--- src/rtl/mbm_pkg.sv ---
package mbm_pkg;

    // Access sequencer states; the order follows the bus sequence
    typedef enum logic [3:0] {
        ST_IDLE,
        ST_LO_SU,
        ST_LO_STB,
        ST_LO_HLD,
        ST_HI_SU,
        ST_HI_STB,
        ST_HI_HLD,
        ST_DATA,
        ST_SEL,
        ST_WAIT,
        ST_DONE
    } mbm_state_e;

endpackage

--- src/rtl/mbm_ack_sync.sv ---
module mbm_ack_sync #(
    parameter int STAGES = 2
) (
    input  logic clk,
    input  logic rst_n,
    input  logic async_in,
    output logic sync_out
);

    logic [STAGES-1:0] sh_q;

    // Resets to the inactive (high) level of the acknowledge line
    always_ff @(posedge clk or negedge rst_n) begin
        if (!rst_n) begin
            sh_q <= '1;
        end else begin
            sh_q <= {sh_q[STAGES-2:0], async_in};
        end
    end

    assign sync_out = sh_q[STAGES-1];

endmodule

--- src/rtl/mbm_wait_timer.sv ---
module mbm_wait_timer #(
    parameter int LIMIT = 4
) (
    input  logic clk,
    input  logic rst_n,
    input  logic run,
    output logic expired
);

    localparam int TW = $clog2(LIMIT + 1);
    localparam logic [TW-1:0] LAST = TW'(LIMIT - 1);

    logic [TW-1:0] cnt_q;

    always_ff @(posedge clk or negedge rst_n) begin
        if (!rst_n) begin
            cnt_q <= '0;
        end else if (!run) begin
            cnt_q <= '0;
        end else if (cnt_q != LAST) begin
            cnt_q <= cnt_q + 1'b1;
        end
    end

    // High in the LIMIT-th cycle of a run
    assign expired = run && (cnt_q == LAST);

endmodule

--- src/rtl/mux_bus_master.sv ---
module mux_bus_master
    import mbm_pkg::*;
#(
    parameter int BYTE_W      = 8,
    parameter int STROBE_CYC  = 2,
    parameter int TIMEOUT_CYC = 50000,
    parameter int SYNC_STAGES = 2
) (
    input  logic              clk,
    input  logic              rst_n,
    input  logic              req_valid,
    output logic              req_ready,
    input  logic              req_write,
    input  logic [2*BYTE_W-1:0] req_addr,
    input  logic [BYTE_W-1:0] req_wdata,
    input  logic              req_sel,
    output logic              rsp_valid,
    output logic [BYTE_W-1:0] rsp_rdata,
    output logic              rsp_timeout,
    output logic              busy,
    output logic [BYTE_W-1:0] bus_dout,
    output logic              bus_oe,
    input  logic [BYTE_W-1:0] bus_din,
    output logic              adlo,
    output logic              adhi,
    output logic              cs0_n,
    output logic              cs1_n,
    output logic              rd_n,
    output logic              wr_n,
    input  logic              ack_n
);

    localparam int ADDR_W = 2 * BYTE_W;
    localparam int CW     = $clog2(STROBE_CYC + 1);
    localparam logic [CW-1:0] STB_LAST = CW'(STROBE_CYC - 1);

    typedef struct packed {
        mbm_state_e        state;
        logic [CW-1:0]     stb_cnt;
        logic [ADDR_W-1:0] addr;
        logic [BYTE_W-1:0] wdata;
        logic              write;
        logic              sel;
        logic [BYTE_W-1:0] dout;
        logic              oe;
        logic              adlo;
        logic              adhi;
        logic              cs0_n;
        logic              cs1_n;
        logic              rd_n;
        logic              wr_n;
        logic [BYTE_W-1:0] rdata;
        logic              tmo;
    } mbm_regs_t;

    localparam mbm_regs_t REGS_RST = '{
        state:   ST_IDLE,
        stb_cnt: '0,
        addr:    '0,
        wdata:   '0,
        write:   1'b0,
        sel:     1'b0,
        dout:    '0,
        oe:      1'b0,
        adlo:    1'b0,
        adhi:    1'b0,
        cs0_n:   1'b1,
        cs1_n:   1'b1,
        rd_n:    1'b1,
        wr_n:    1'b1,
        rdata:   '0,
        tmo:     1'b0
    };

    mbm_regs_t r_q, r_d;
    logic      ack_sync;
    logic      wait_expired;

    mbm_ack_sync #(
        .STAGES (SYNC_STAGES)
    ) u_ack_sync (
        .clk      (clk),
        .rst_n    (rst_n),
        .async_in (ack_n),
        .sync_out (ack_sync)
    );

    mbm_wait_timer #(
        .LIMIT (TIMEOUT_CYC)
    ) u_wait_timer (
        .clk     (clk),
        .rst_n   (rst_n),
        .run     (r_q.state == ST_WAIT),
        .expired (wait_expired)
    );

    always_comb begin
        r_d = r_q;
        unique case (r_q.state)
            ST_IDLE: begin
                if (req_valid) begin
                    r_d.addr  = req_addr;
                    r_d.wdata = req_wdata;
                    r_d.write = req_write;
                    r_d.sel   = req_sel;
                    r_d.dout  = req_addr[BYTE_W-1:0];
                    r_d.oe    = 1'b1;
                    r_d.rdata = '0;
                    r_d.tmo   = 1'b0;
                    r_d.state = ST_LO_SU;
                end
            end
            ST_LO_SU: begin
                r_d.adlo    = 1'b1;
                r_d.stb_cnt = STB_LAST;
                r_d.state   = ST_LO_STB;
            end
            ST_LO_STB: begin
                if (r_q.stb_cnt == '0) begin
                    r_d.adlo  = 1'b0;
                    r_d.state = ST_LO_HLD;
                end else begin
                    r_d.stb_cnt = r_q.stb_cnt - 1'b1;
                end
            end
            ST_LO_HLD: begin
                r_d.dout  = r_q.addr[ADDR_W-1:BYTE_W];
                r_d.state = ST_HI_SU;
            end
            ST_HI_SU: begin
                r_d.adhi    = 1'b1;
                r_d.stb_cnt = STB_LAST;
                r_d.state   = ST_HI_STB;
            end
            ST_HI_STB: begin
                if (r_q.stb_cnt == '0) begin
                    r_d.adhi  = 1'b0;
                    r_d.state = ST_HI_HLD;
                end else begin
                    r_d.stb_cnt = r_q.stb_cnt - 1'b1;
                end
            end
            ST_HI_HLD: begin
                r_d.dout  = r_q.write ? r_q.wdata : '0;
                r_d.oe    = r_q.write;
                r_d.state = ST_DATA;
            end
            ST_DATA: begin
                r_d.cs0_n = r_q.sel;
                r_d.cs1_n = !r_q.sel;
                r_d.state = ST_SEL;
            end
            ST_SEL: begin
                r_d.rd_n  = r_q.write;
                r_d.wr_n  = !r_q.write;
                r_d.state = ST_WAIT;
            end
            ST_WAIT: begin
                if (!ack_sync || wait_expired) begin
                    r_d.cs0_n = 1'b1;
                    r_d.cs1_n = 1'b1;
                    r_d.rd_n  = 1'b1;
                    r_d.wr_n  = 1'b1;
                    r_d.oe    = 1'b0;
                    r_d.state = ST_DONE;
                    if (!ack_sync) begin
                        r_d.rdata = r_q.write ? '0 : bus_din;
                        r_d.tmo   = 1'b0;
                    end else begin
                        r_d.rdata = '0;
                        r_d.tmo   = 1'b1;
                    end
                end
            end
            ST_DONE: begin
                r_d.state = ST_IDLE;
            end
            default: begin
                r_d = REGS_RST;
            end
        endcase
    end

    always_ff @(posedge clk or negedge rst_n) begin
        if (!rst_n) begin
            r_q <= REGS_RST;
        end else begin
            r_q <= r_d;
        end
    end

    assign req_ready   = (r_q.state == ST_IDLE);
    assign busy        = (r_q.state != ST_IDLE);
    assign rsp_valid   = (r_q.state == ST_DONE);
    assign rsp_rdata   = r_q.rdata;
    assign rsp_timeout = r_q.tmo;
    assign bus_dout    = r_q.dout;
    assign bus_oe      = r_q.oe;
    assign adlo        = r_q.adlo;
    assign adhi        = r_q.adhi;
    assign cs0_n       = r_q.cs0_n;
    assign cs1_n       = r_q.cs1_n;
    assign rd_n        = r_q.rd_n;
    assign wr_n        = r_q.wr_n;

endmodule

--- config.mk ---
export PLATFORM = sky130hd
export DESIGN_NAME = mux_bus_master
export DESIGN_NICKNAME = d
export VERILOG_FILES = /design/src/rtl/mbm_pkg.sv /design/src/rtl/mbm_ack_sync.sv /design/src/rtl/mbm_wait_timer.sv /design/src/rtl/mux_bus_master.sv
export SDC_FILE = /design/constraint.sdc
export NUM_CORES = 1
export LEC_CHECK = 0
export ABC_AREA = 0
export BUFFER_PORTS_ARGS = -buffer_cell sky130_fd_sc_hd__buf_2
export CAP_MARGIN = 20
export CELL_PAD_IN_SITES_DETAIL_PLACEMENT = 0
export CELL_PAD_IN_SITES_GLOBAL_PLACEMENT = 1
export CORE_ASPECT_RATIO = 1.1
export CORE_MARGIN = 2
export CORE_UTILIZATION = 47
export CTS_BUF_LIST = sky130_fd_sc_hd__clkbuf_4 sky130_fd_sc_hd__clkbuf_8
export DETAILED_ROUTE_END_ITERATION = 16
export PLACE_DENSITY = 0.84
export SLEW_MARGIN = 15
export SYNTH_ARGS = -nofsm -noshare
export SYNTH_HDL_FRONTEND = slang
export SYNTH_SLANG_ARGS = --single-unit
--- constraint.sdc ---
create_clock -name clk -period 3.56 [get_ports clk]
set_clock_uncertainty 0.05 [all_clocks]
set_input_delay 0.534 -clock clk [delete_from_list [all_inputs] [get_ports clk]]
set_output_delay 0.534 -clock clk [all_outputs]
set_load 0.01 [all_outputs]
==> results.txt, run 1 <==
----------------------------------------------------
[Die]
  Floorplan Core Area ... 7050 um2
  Die outline width ... 85.4 um
  Height of the die ... 93.5 um
  Total die area ... 7990 um2
  IO Pins ... 65
  Number of core rows ... 32
  Starting utilization of the core area ... 0.486

[CTS]
  Clk_lat worst skew ... 330 ps
  CTS root buf ... clkbuf_8
  H-tree depth reported by CTS ... 3
  Number of buffers added to fix hold violations after cts ... 0
  Total CTS buffers ... 9
  Number of setup buffers added after CTS ... 0
  Number of clock sinks ... 66
  CTS clk-pin slew, worst paths ... around 80 ps
  Clock tree from TritonCTS ... built
  Post-cts gate resize count ... 0
  Bufs on Longest Clock Path ... 2

[Critical path]
  Req. time, crit path ... just under 3000 ps
  Endpoint of the most critical register-to-register path ... r_q[44]
  Highest net fanout along the worst path ... 27
  Reg2reg start ... r_q[52]
  Critical Path AT ... 2140 ps
  Cell count of the worst reg-to-reg path ... 5
  Flop-to-flop setup slack ... 1130 ps
  Type of origin of the critical path ... flop
  Critical Path End Type ... primary output
  Crit path kind ... flop to primary output
  Start point of the critical path ... r_q[52]

[Synthesis]
  Proportion of register bits with asynchronous set or reset after synthesis ... 1.00
  Top cells by count, synth ... dfrtp_1, inv_1, o21ai_0, nand3_1, nor2_1
  Mapped cell area ... 3430 um2
  Average footprint of a synthesized cell ... 9.49 um2
  Post-synthesis compound-gate area fraction ... 0.187
  Prevailing post-synth register cell ... dfrtp_1
  Combinational family with the most area after synthesis ... compound AO/OA/AOI/OAI gates
  Simple-gate share of the synthesized area ... 0.161
  Net count of the mapped netlist ... roughly 400
  Number of enable flip-flop cells after synthesis ... 0
  Fraction of the yosys area taken by sequential cells ... 0.484
  Area share of the largest cell type after synthesis ... 0.438
  Most frequently used cell type in the post-synthesis netlist ... dfrtp_1
  Distinct cell type count of the synthesized netlist ... 52
  Share of the synthesized netlist area taken by xor and xnor gates ... 0.0256
  Number of register bits inferred by synthesis ... 66
  Post-synthesis instance total ... between 300 and 400
  Yosys Warn Count ... 0
  Cell type with the largest total area after synthesis ... dfrtp_1
  Share of synthesized area spent on multiplexers ... 0.0263
  Adder-cell share of the synthesized area ... 0.00730
  Ranking of synthesized cells by area ... dfrtp_1, dfstp_2, o21ai_0, nand3_1, a22o_1

[Timing]
  Fin. max-slew vios ... 0
  Setup_tns ... 0 ps
  Relative slew margins ... 0.424
  Unrepaired setup endpoints after global routing ... false
  Number of hold violations in the final report ... 0
  Share of the clock period used by the worst path ... 0.766
  Least-Margin Pin Slew ... approximately 860 ps
  Max frequency ... 0.367 GHz
  Shortest period the worst path allows ... 2730 ps
  Setup violators final ... 0

[Outcome]
  Outcome ... completed

[Place]
  Buffers on Ports ... 64
  Global placer's final weighted congestion ... approximately 0.8
  Detailed-placement wirelength estimate ... 5140 um

[Detailed routing]
  Routed WL per cell ... approximately 15 um
  Pre-Repair DR Iteration Count ... 4
  Post-DR vias/cell ... 5.48
  Post-route antenna net violation count ... 0
  Number of vias in the routed layout ... 2696
  DRC errors left ... 0
  Total wirelength of the detailed-routed design ... ~7500 um
  DRT iter0 DRCs ... 165

[Layout]
  Share of final-layout standard cells stronger than drive strength 1 ... 0.256
  Antenna fix cells ... 0
  Net count reported at finish ... ~440
  Area added between synthesis and finish ... 16.0%

[Pwr]
  Share of total power in sequential cells ... 0.384
  Switching power share of the total ... 0.361
  Max VDD drop ... slightly above 0.5 mV
  Internal power ... 2.03 mW
  Leakage ... around 1.9 nW
  Power dissipated by switching net loads ... about 1.1 mW
  Power density normalized to cell area ... 800 nW/um2
  Power share of the combinational group ... 0.350
  Clk network pwr share ... 0.266
  Total power of the final layout ... 3.18 mW

[GRT]
  Overall overflow remaining after global route ... 0
  Wire length of the first global-routing pass ... 12400 um
  Overall fraction of global-route tracks in use ... 0.198
  Maximum number of pins on one net before global-route repair ... 37
  Number of antenna violations at the first check in global routing ... 0
  Via count of the first global-routing pass ... roughly 2.5k

[Worst hold path]
  Hold Crit Class ... input pin to async pin

[Job]
  Number of violations of the max-capacitance limit ... 0

----------------------------------------------------
==> placed cells by master (no fill, tap or decap), types with 3 or more instances in the layout <==
master and n:
nor2_1 23, bufinv_16 4, nor4bb_1 3, dfstp_2 6, a21oi_1 17, a22o_1 15, nand3_1 28, buf_2 64
dfrtp_1 60, xnor2_1 6, o21ai_0 30, nand2b_1 5, a31oi_1 3, nor3_1 6, nor2b_1 3, and3_1 4
mux2i_1 9, buf_4 8, inv_1 35, nand2_1 11, clkbuf_8 10, a222oi_1 5, a21o_1 9, xor2_1 4
==> how the worst max path moves through the flow <==
stage	end	depth (start not counted)	slack, ps
2_1_floorplan	busy	5	1530
3_3_place_gp	rsp_rdata[5]	5	1240
3_5_place_dp	r_q[44]	5	1180
4_1_cts	busy	3	840
5_1_grt	busy	3	660
6_report	busy	3	830
==> through the flow <==
| step | util | hold slack, ps | setup slack [ps] | std cells | area, um2 |
|---|---|---|---|---|---|
| after detailed placement | 0.525 | 302 | 1180 | 476 | 3700 |
| after floorplan | - | 188 | 1530 | 361 | 3430 |
| after CTS | 0.564 | 93.6 | 835 | 492 | 3970 |
| after global routing | 0.564 | 105 | 661 | 492 | 3970 |
| final | 0.564 | 87.4 | 834 | 492 | 3970 |
| after global placement | 0.523 | 298 | 1240 | 475 | 3680 |
==> area by class of cell <==
cell class,count,area [um2]
Fill cell,637,3070
Multi-Input combinational cell,217,1410
Clock inverter,5,125
Clock buffer,11,145
Inverter,35,131
Timing Repair Buffer,73,400
Sequential cell,66,1660
Tap cell,85,106
==> worst max-delay path, cell delays in order, from the launching register on <==
cell and delay (ps):
dfrtp_1 690, nor4_4 800, inv_1 130, buf_2 170
==> state kept, by name (all words and copies together) (netlist names) <==
register and cells:
bus_oe 1, rsp_rdata 8, wr_n 1, u_wait_timer.cnt_q 16, r_q 24, cs1_n 1, adlo 1, rd_n 1
cs0_n 1, bus_dout 8, rsp_timeout 1, adhi 1, u_ack_sync.sh_q 2
==> per-layer routing <==
metal / vias up / global-route usage / wire length [um]
met5: - / 0 / 0
li1: 1328 / - / -
met1: 1297 / 0.279 / 3440
met3: 4 / 0.0565 / 355
met2: 67 / 0.298 / 3610
met4: 0 / 0.0529 / 53
==> power groups by stage <==
stage	registers (mW)	logic (mW)	clock network, mW
2_1_floorplan	1.07	1.02	0
3_3_place_gp	1.22	1.09	0
3_5_place_dp	1.23	1.12	0
4_1_cts	1.22	1.12	0.861
5_1_grt	1.27	1.26	0.895
6_report	1.22	1.11	0.844
==> cell families (layout without fill, tap and decap cells) <==
logic type	count (synthesis)	count (layout)
AOI/OAI and AO/OA	95	95
xor gates and xnor gates	10	10
adders and majority gates	2	2
buffers and inverters	78	124
DFF	66	66
muxes	9	9
and+or+nand+nor	101	101
Note: power is estimated with default switching activity, not from simulation.
==> run 2: changes to the inputs <==
--- a/config.mk
+++ b/config.mk
@@ -5,17 +5,17 @@
 export SDC_FILE = /design/constraint.sdc
 export NUM_CORES = 1
 export LEC_CHECK = 0
-export ABC_AREA = 0
+export ABC_AREA = 1
 export BUFFER_PORTS_ARGS = -buffer_cell sky130_fd_sc_hd__buf_2
 export CAP_MARGIN = 20
 export CELL_PAD_IN_SITES_DETAIL_PLACEMENT = 0
 export CELL_PAD_IN_SITES_GLOBAL_PLACEMENT = 1
 export CORE_ASPECT_RATIO = 1.1
 export CORE_MARGIN = 2
-export CORE_UTILIZATION = 47
+export CORE_UTILIZATION = 43
 export CTS_BUF_LIST = sky130_fd_sc_hd__clkbuf_4 sky130_fd_sc_hd__clkbuf_8
 export DETAILED_ROUTE_END_ITERATION = 16
-export PLACE_DENSITY = 0.84
+export PLACE_DENSITY = 0.8
 export SLEW_MARGIN = 15
 export SYNTH_ARGS = -nofsm -noshare
 export SYNTH_HDL_FRONTEND = slang
==> constraint.sdc (replaced) <==
create_clock -name clk -period 2.9 [get_ports clk]
set_clock_uncertainty 0.05 [all_clocks]
set_input_delay 0.435 -clock clk [delete_from_list [all_inputs] [get_ports clk]]
set_output_delay 0.435 -clock clk [all_outputs]
set_load 0.01 [all_outputs]
==> run 2 against run 1 <==
Compared with the run above: non-clock buffer count shrank 7; sequential power rose by 13%; clock power grew 14%; hold slack better by 56 ps; sequential cell count unchanged; register-to-register slack got worse by 280 ps; synthesized area rose by 6.7%; via count up 11%; setup slack worse by 94 ps; clock-buffer cell count is 1 lower.
==> results.txt, run 2 <==
----------------------------------------------------
[Synthesis]
  Net count of the mapped netlist ... 496 (+24%)
  Yosys Warn Count ... 0 (unchanged)
  Area share of the largest cell type after synthesis ... 0.411 (-0.0276)
  Proportion of register bits with asynchronous set or reset after synthesis ... 1.00 (unchanged)
  Share of synthesized area spent on multiplexers ... 0 (-0.0263)
  Number of register bits inferred by synthesis ... 66 (unchanged)
  Mapped cell area ... 3660 um2 (+6.7%)
  Ranking of synthesized cells by area ... dfrtp_1, nand2_1, nand3_1, dfstp_2, o21ai_2
  Average footprint of a synthesized cell ... 8.02 um2 (-16%)
  Adder-cell share of the synthesized area ... 0.00684 (-0.000460)
  Post-synthesis instance total ... 456 (+26%)
  Prevailing post-synth register cell ... dfrtp_1
  Cell type with the largest total area after synthesis ... dfrtp_1
  Fraction of the yosys area taken by sequential cells ... 0.454 (-0.0305)
  Post-synthesis compound-gate area fraction ... 0.0852 (-0.102)
  Most frequently used cell type in the post-synthesis netlist ... nand2_1
  Share of the synthesized netlist area taken by xor and xnor gates ... 0.0120 (-0.0136)
  Number of enable flip-flop cells after synthesis ... 0 (unchanged)
  Combinational family with the most area after synthesis ... simple AND/OR/NAND/NOR gates
  Top cells by count, synth ... nand2_1, dfrtp_1, nor2_1, nand3_1, inv_1
  Distinct cell type count of the synthesized netlist ... 35 (-33%)
  Simple-gate share of the synthesized area ... 0.350 (+0.189)

[Pwr]
  Max VDD drop ... 0.513 mV (-0.64%)
  Total power of the final layout ... 4.21 mW (+32%)
  Power density normalized to cell area ... 1010 nW/um2 (+26%)
  Leakage ... 2.14 nW (+14%)

[Worst hold path]
  Hold worst-path end ... u_ack_sync.sh_q[0]
  Hold Path Stages ... 1
  Hold Crit Class ... input pin to flop
  Worst min-delay path startpoint ... ack_n

[Place]
  Detailed-placement wirelength estimate ... 5990 um (+16%)
  Setup slack at placement ... 831 ps (-347 ps)
  Global placer's final weighted congestion ... 0.894 (+11%)
  Buffers on Ports ... 64 (unchanged)

[Critical path]
  Crit path kind ... flop to primary output
  Req. time, crit path ... 2410 ps (-570 ps)
  Critical Path End Type ... primary output
  Flop-to-flop setup slack ... 850 ps (-280 ps)
  Endpoint of the most critical register-to-register path ... rsp_rdata[5]
  Critical Path AT ... 1670 ps (-470 ps)
  Largest stage delay, worst path ... 520 ps (-280 ps)
  Reg2reg start ... u_wait_timer.cnt_q[0]
  Type of origin of the critical path ... flop
  Critical Path, Cell by Cell ... nor2_4 -> nand2_4 -> inv_2 -> buf_2
  Cell count of the worst reg-to-reg path ... 10 (+5)
  Cell with the biggest individual delay on the critical path ... dfrtp_1
  Highest net fanout along the worst path ... 19 (-30%)

[GRT]
  Overall overflow remaining after global route ... 0 (unchanged)
  Maximum number of pins on one net before global-route repair ... 67 (+81%)
  Wire length of the first global-routing pass ... 13300 um (+7.6%)
  Via count of the first global-routing pass ... 2798 (+12%)
  Overall fraction of global-route tracks in use ... 0.182 (-0.0159)
  Number of antenna violations at the first check in global routing ... 0 (unchanged)

[Die]
  Die outline width ... 91.9 um (+7.6%)
  Starting utilization of the core area ... 0.439 (-0.0468)
  Number of core rows ... 35 (+9.4%)
  Floorplan Core Area ... 8320 um2 (+18%)
  IO Pins ... 65 (unchanged)
  Height of the die ... 101 um (+7.7%)
  Total die area ... 9260 um2 (+16%)

[CTS]
  CTS root buf ... clkbuf_8
  Number of clock sinks ... 66 (unchanged)
  Number of setup buffers added after CTS ... 0 (unchanged)
  Clock tree from TritonCTS ... built
  Post-cts gate resize count ... 0 (unchanged)
  Number of buffers added to fix hold violations after cts ... 0 (unchanged)
  Clk_lat worst skew ... 350 ps (+20 ps)
  CTS clk-pin slew, worst paths ... 80 ps (about the same)
  H-tree depth reported by CTS ... 3 (unchanged)
  Bufs on Longest Clock Path ... 2 (unchanged)
  Total CTS buffers ... 9 (unchanged)

[Layout]
  Most flops, register ... r_q
  Net count reported at finish ... 547 (+24%)
  Total area of multi-input combinational cells ... 1660 um2 (+18%)
  Number of flip-flops under the largest register name ... 24 (unchanged)
  Core utilization of the finished layout ... 0.501 (-0.0625)
  Sequential Area ... 1660 um2 (unchanged)
  Commonest non-fill, non-tap cell in the layout ... nand2_1
  Number of fill cells ... 843 (+32%)
  Largest registers ranked by flip-flop count ... r_q: 24 flops, u_wait_timer.cnt_q: 16 flops
  Area added between synthesis and finish ... 14.1%
  Antenna fix cells ... 0 (unchanged)
  Top library cells by usage in the layout, fill and taps aside ... nand2_1, buf_2, dfrtp_1
  Share of final-layout standard cells stronger than drive strength 1 ... 0.268 (+0.0120)

[Detailed routing]
  DRC errors left ... 0 (unchanged)
  Post-DR vias/cell ... 4.81 (-12%)
  Post-route antenna net violation count ... 0 (unchanged)
  Routed WL per cell ... 13.1 um (-14%)
  Number of vias in the routed layout ... 2996 (+11%)
  Pre-Repair DR Iteration Count ... 4 (unchanged)
  Total wirelength of the detailed-routed design ... 8150 um (+9.3%)
  DRT iter0 DRCs ... 154 (-6.7%)

[Timing]
  Worst setup slack after layout ... 740 ps (-93.6 ps)
  Unrepaired setup endpoints after global routing ... false
  Setup_tns ... 0 ps (unchanged)
  Fin. max-slew vios ... 0 (unchanged)
  Number of hold violations in the final report ... 0 (unchanged)
  Share of the clock period used by the worst path ... 0.745
  Max frequency ... 0.463 GHz
  Relative slew margins ... 0.443 (+0.0187)
  Setup violators final ... 0 (unchanged)
  Least-Margin Pin Slew ... 835 ps (-28.0 ps)
  Shortest period the worst path allows ... ~2200 ps
  Fin Hold WS ... 143 ps (+55.6 ps)

[Job]
  Number of violations of the max-capacitance limit ... 0 (unchanged)

[Outcome]
  Outcome ... completed

----------------------------------------------------
[run 2: layout make-up]
type / count / area share
clock buffers: 10 / 0.0315
repair buffers: 66 / 0.0804
inverters: 35 / 0.0315
well taps: 111 / 0.0333
multi-input cells: 329 / 0.398
flip-flops and latches: 66 / 0.398
clock inverters: 6 / 0.0276
[run 2: layer usage]
layer,vias up,share of wire,global-route usage
met3,12,0.043,0.0366
li1,1543,-,-
met1,1374,0.46,0.242
met2,67,0.48,0.290
met4,0,0.017,0.0792
met5,-,0,0
[run 2: stage by stage]
step	cell area (um2)	std cells
after floorplan	3660	456
after global placement	3920	607
after detailed placement	3920	607
after CTS	4170	623
after global routing	4170	623
final	4170	623
[run 2: power breakdown]
part / internal (mW) / total, mW / switching, mW
combinational: 0.596 / 1.87 / 1.27
clock: 0.584 / 0.959 / 0.375
sequential: 1.19 / 1.38 / 0.195
total: 2.36 / 4.21 / 1.84
[run 2: cells by family (layout without fill, tap and decap cells)]
group           after synthesis  count (layout)
flops                        66              66
buf+inv                      61             117
compound gates               46              46
fa+ha+maj                     2               2
xor+xnor                      5               5
simple gates                276             276
[run 2: how the worst max path moves through the flow]
stage | end | slack (ps) | start
finish | req_ready | 740 | r_q[52]
global route | req_ready | 610 | r_q[52]
detailed placement | rsp_rdata[5] | 830 | r_q[52]
CTS | req_ready | 720 | r_q[52]
global placement | rsp_timeout | 870 | u_wait_timer.cnt_q[1]
floorplan | req_ready | 1250 | r_q[52]
[run 2: critical path, delay by kind of cell (launching register included)]
| kind | cells | cell delay [ps] |
|---|---|---|
| DFF | 1 | 520 |
| buffers and inverters | 2 | 480 |
| and+or+nand+nor | 2 | 340 |
==> run 3: changes to the inputs <==
--- a/config.mk
+++ b/config.mk
@@ -5,14 +5,14 @@
 export SDC_FILE = /design/constraint.sdc
 export NUM_CORES = 1
 export LEC_CHECK = 0
-export ABC_AREA = 1
+export ABC_AREA = 0
 export BUFFER_PORTS_ARGS = -buffer_cell sky130_fd_sc_hd__buf_2
 export CAP_MARGIN = 20
 export CELL_PAD_IN_SITES_DETAIL_PLACEMENT = 0
 export CELL_PAD_IN_SITES_GLOBAL_PLACEMENT = 1
 export CORE_ASPECT_RATIO = 1.1
 export CORE_MARGIN = 2
-export CORE_UTILIZATION = 43
+export CORE_UTILIZATION = 44
 export CTS_BUF_LIST = sky130_fd_sc_hd__clkbuf_4 sky130_fd_sc_hd__clkbuf_8
 export DETAILED_ROUTE_END_ITERATION = 16
 export PLACE_DENSITY = 0.8
==> constraint.sdc (replaced) <==
create_clock -name clk -period 2 [get_ports clk]
set_clock_uncertainty 0.05 [all_clocks]
set_input_delay 0.3 -clock clk [delete_from_list [all_inputs] [get_ports clk]]
set_output_delay 0.3 -clock clk [all_outputs]
set_load 0.01 [all_outputs]
==> run 3 against run 2 <==
Compared with the run above: first-iteration DRC count rose by 12%; setup slack got worse by 650 ps; largest power group unchanged; hold slack lost 16 ps; non-clock buffer count increased by 27; die area fell by 8.1%; critical path type unchanged.
==> results.txt, run 3 (synthesis gave the netlist of run 1 again) <==
----------------------------------------------------
[Outcome]
  Outcome ... completed

[GRT]
  Overall overflow remaining after global route ... 0 (unchanged)
  Overall fraction of global-route tracks in use ... 0.195 (+0.0137)
  Wire length of the first global-routing pass ... 12800 um (-3.7%)
  Number of antenna violations at the first check in global routing ... 0 (unchanged)
  Maximum number of pins on one net before global-route repair ... 67 (unchanged)
  Via count of the first global-routing pass ... 2673 (-4.5%)

[Critical path]
  Kind of cell adding the most delay to the critical path ... flip-flops
  Crit path kind ... flop to primary output
  Critical Path, Cell by Cell ... nor4_4 -> buf_12 -> inv_1 -> buf_2
  Buffers & Inverters on Critical Path ... 3 (+1)
  Type of origin of the critical path ... flop
  Cell count of the worst reg-to-reg path ... 6 (-4)
  Req. time, crit path ... 1650 ps (-760 ps)
  Highest net fanout along the worst path ... 15 (-4)
  Critical Path End Type ... primary output
  Cell with the biggest individual delay on the critical path ... dfrtp_2
  Critical Path AT ... 1560 ps (-110 ps)
  Number of cells on the critical path ... 4 (unchanged)
  Largest stage delay, worst path ... 470 ps (-50 ps)

[Layout]
  Sequential Area ... 1660 um2 (+0.30%)
  Number of flip-flops under the largest register name ... 24 (unchanged)
  Number of fill cells ... 696 (-17%)
  Most flops, register ... r_q
  Area added between synthesis and finish ... 21.5%
  Top library cells by usage in the layout, fill and taps aside ... buf_2, dfrtp_1, inv_1
  Largest registers ranked by flip-flop count ... r_q: 24 flops, u_wait_timer.cnt_q: 16 flops
  Net count reported at finish ... 462 (-16%)
  Antenna fix cells ... 0 (unchanged)
  Total area of multi-input combinational cells ... 1410 um2 (-15%)
  Commonest non-fill, non-tap cell in the layout ... buf_2
  Share of final-layout standard cells stronger than drive strength 1 ... 0.300 (+0.0322)
  Core utilization of the finished layout ... 0.554 (+0.0529)

[Detailed routing]
  DRT iter0 DRCs ... 172 (+12%)
  Routed WL per cell ... 15.0 um (+15%)
  Post-route antenna net violation count ... 0 (unchanged)
  DRC errors left ... 0 (unchanged)
  Total wirelength of the detailed-routed design ... 7990 um (-2.0%)
  Pre-Repair DR Iteration Count ... 4 (unchanged)
  Post-DR vias/cell ... 5.30 (+10%)
  Number of vias in the routed layout ... 2817 (-6.0%)

[CTS]
  Clk_lat worst skew ... 340 ps (about the same)
  CTS clk-pin slew, worst paths ... 70 ps (about the same)
  Number of clock sinks ... 66 (unchanged)
  CTS root buf ... clkbuf_8
  Total CTS buffers ... 9 (unchanged)
  Clock tree from TritonCTS ... built
  Bufs on Longest Clock Path ... 2 (unchanged)
  H-tree depth reported by CTS ... 3 (unchanged)

[Timing]
  Unrepaired setup endpoints after global routing ... false
  Least-Margin Pin Slew ... 471 ps (-365 ps)
  Fin Hold WS ... 127 ps (-15.7 ps)
  Relative slew margins ... 0.686 (+0.243)
  Share of the clock period used by the worst path ... 0.957
  Setup_tns ... 0 ps (unchanged)
  Max frequency ... 0.523 GHz
  Number of hold violations in the final report ... 0 (unchanged)
  Shortest period the worst path allows ... 1910 ps
  Setup violators final ... 0 (unchanged)
  Fin. max-slew vios ... 0 (unchanged)

[Pwr]
  Max VDD drop ... 0.600 mV (+17%)
  Clk network pwr share ... 0.200 (-0.028)
  Internal power ... 3.67 mW (+55%)
  Leakage ... 1.97 nW (-8.3%)
  Power density normalized to cell area ... 1400 nW/um2 (+38%)
  Power share of the combinational group ... 0.459 (+0.015)
  Share of total power in sequential cells ... 0.341 (+0.013)
  Switching power share of the total ... 0.369 (-0.0688)
  Power dissipated by switching net loads ... 2.15 mW (+17%)

[Place]
  Detailed-placement wirelength estimate ... 5150 um (-14%)
  Buffers on Ports ... 64 (unchanged)
  Global placer's final weighted congestion ... 0.792 (-11%)

[Die]
  Starting utilization of the core area ... 0.456 (+0.0165)
  IO Pins ... 65 (unchanged)
  Total die area ... 8510 um2 (-8.1%)
  Floorplan Core Area ... 7510 um2 (-9.7%)
  Number of core rows ... 33 (-5.7%)
  Die outline width ... 88.1 um (-4.1%)
  Height of the die ... 96.5 um (-4.1%)

[Job]
  Number of violations of the max-capacitance limit ... 0 (unchanged)

[Worst hold path]
  Hold Path Stages ... 3 (+2)
  Hold Crit Class ... input pin to flop

----------------------------------------------------
run 3: cell type report:
type                    count  area share
clock buffers              13      0.0400
inverters                  35      0.0316
repair buffers             93       0.150
flip-flops and latches     66       0.400
multi-input cells         217       0.338
clock inverters             3     0.00962
well taps                 105      0.0316
run 3: worst reg2reg max path: cells and delay by family (launching register included):
kind                   cells  cell delay, ps
DFF                        1             470
and+or+nand+nor            1             390
buffers and inverters      2             320
AOI/OAI and AO/OA          3             540
run 3: power groups by stage:
| stage | sequential, mW | clock [mW] | combinational (mW) |
|---|---|---|---|
| floorplan | 1.90 | 0 | 1.81 |
| global placement | 2.02 | 0 | 2.35 |
| detailed placement | 2.02 | 0 | 2.39 |
| CTS | 1.98 | 1.19 | 2.57 |
| global route | 2.03 | 1.25 | 2.97 |
| finish | 1.98 | 1.17 | 2.67 |
run 3: what timing repair did:
action	4_1_cts	5_1_grt
buffers inserted	3	2
hold buffers	1	1
pin swaps	1	1
cloned	1	1
gates resized for setup	1	5
setup endpoints to repair	2	31
endpoints found under the hold margin	60	1
run 3: path summary, 6_finish.rpt:
kind	from	end	slack [ps]
min in group asynchronous	rst_n	r_q[50]	450
max	r_q[52]	busy	90
max in group asynchronous	rst_n	u_ack_sync.sh_q[0]	1110
min	req_wdata[0]	r_q[26]	130
min reg2reg	u_ack_sync.sh_q[0]	u_ack_sync.sh_q[1]	310
max reg2reg	r_q[52]	rsp_rdata[2]	120
run 3: metrics by stage:
step | setup WS, ps | instances | power (mW) | area (um2)
finish | 86.3 | 532 | 5.82 | 4160
CTS | 24.8 | 528 | 5.74 | 4110
detailed placement | 60.6 | 507 | 4.41 | 3830
global route | 9.61 | 532 | 6.25 | 4160
floorplan | 102 | 361 | 3.71 | 3430
global placement | 152 | 507 | 4.37 | 3830
run 3: layer usage:
layer | GRT usage | part of all wire | vias to the layer above
li1 | - | - | 1375
met1 | 0.260 | 0.46 | 1382
met2 | 0.313 | 0.49 | 53
met3 | 0.0510 | 0.038 | 7
met4 | 0.0644 | 0.0098 | 0
met5 | 0 | 0 | -
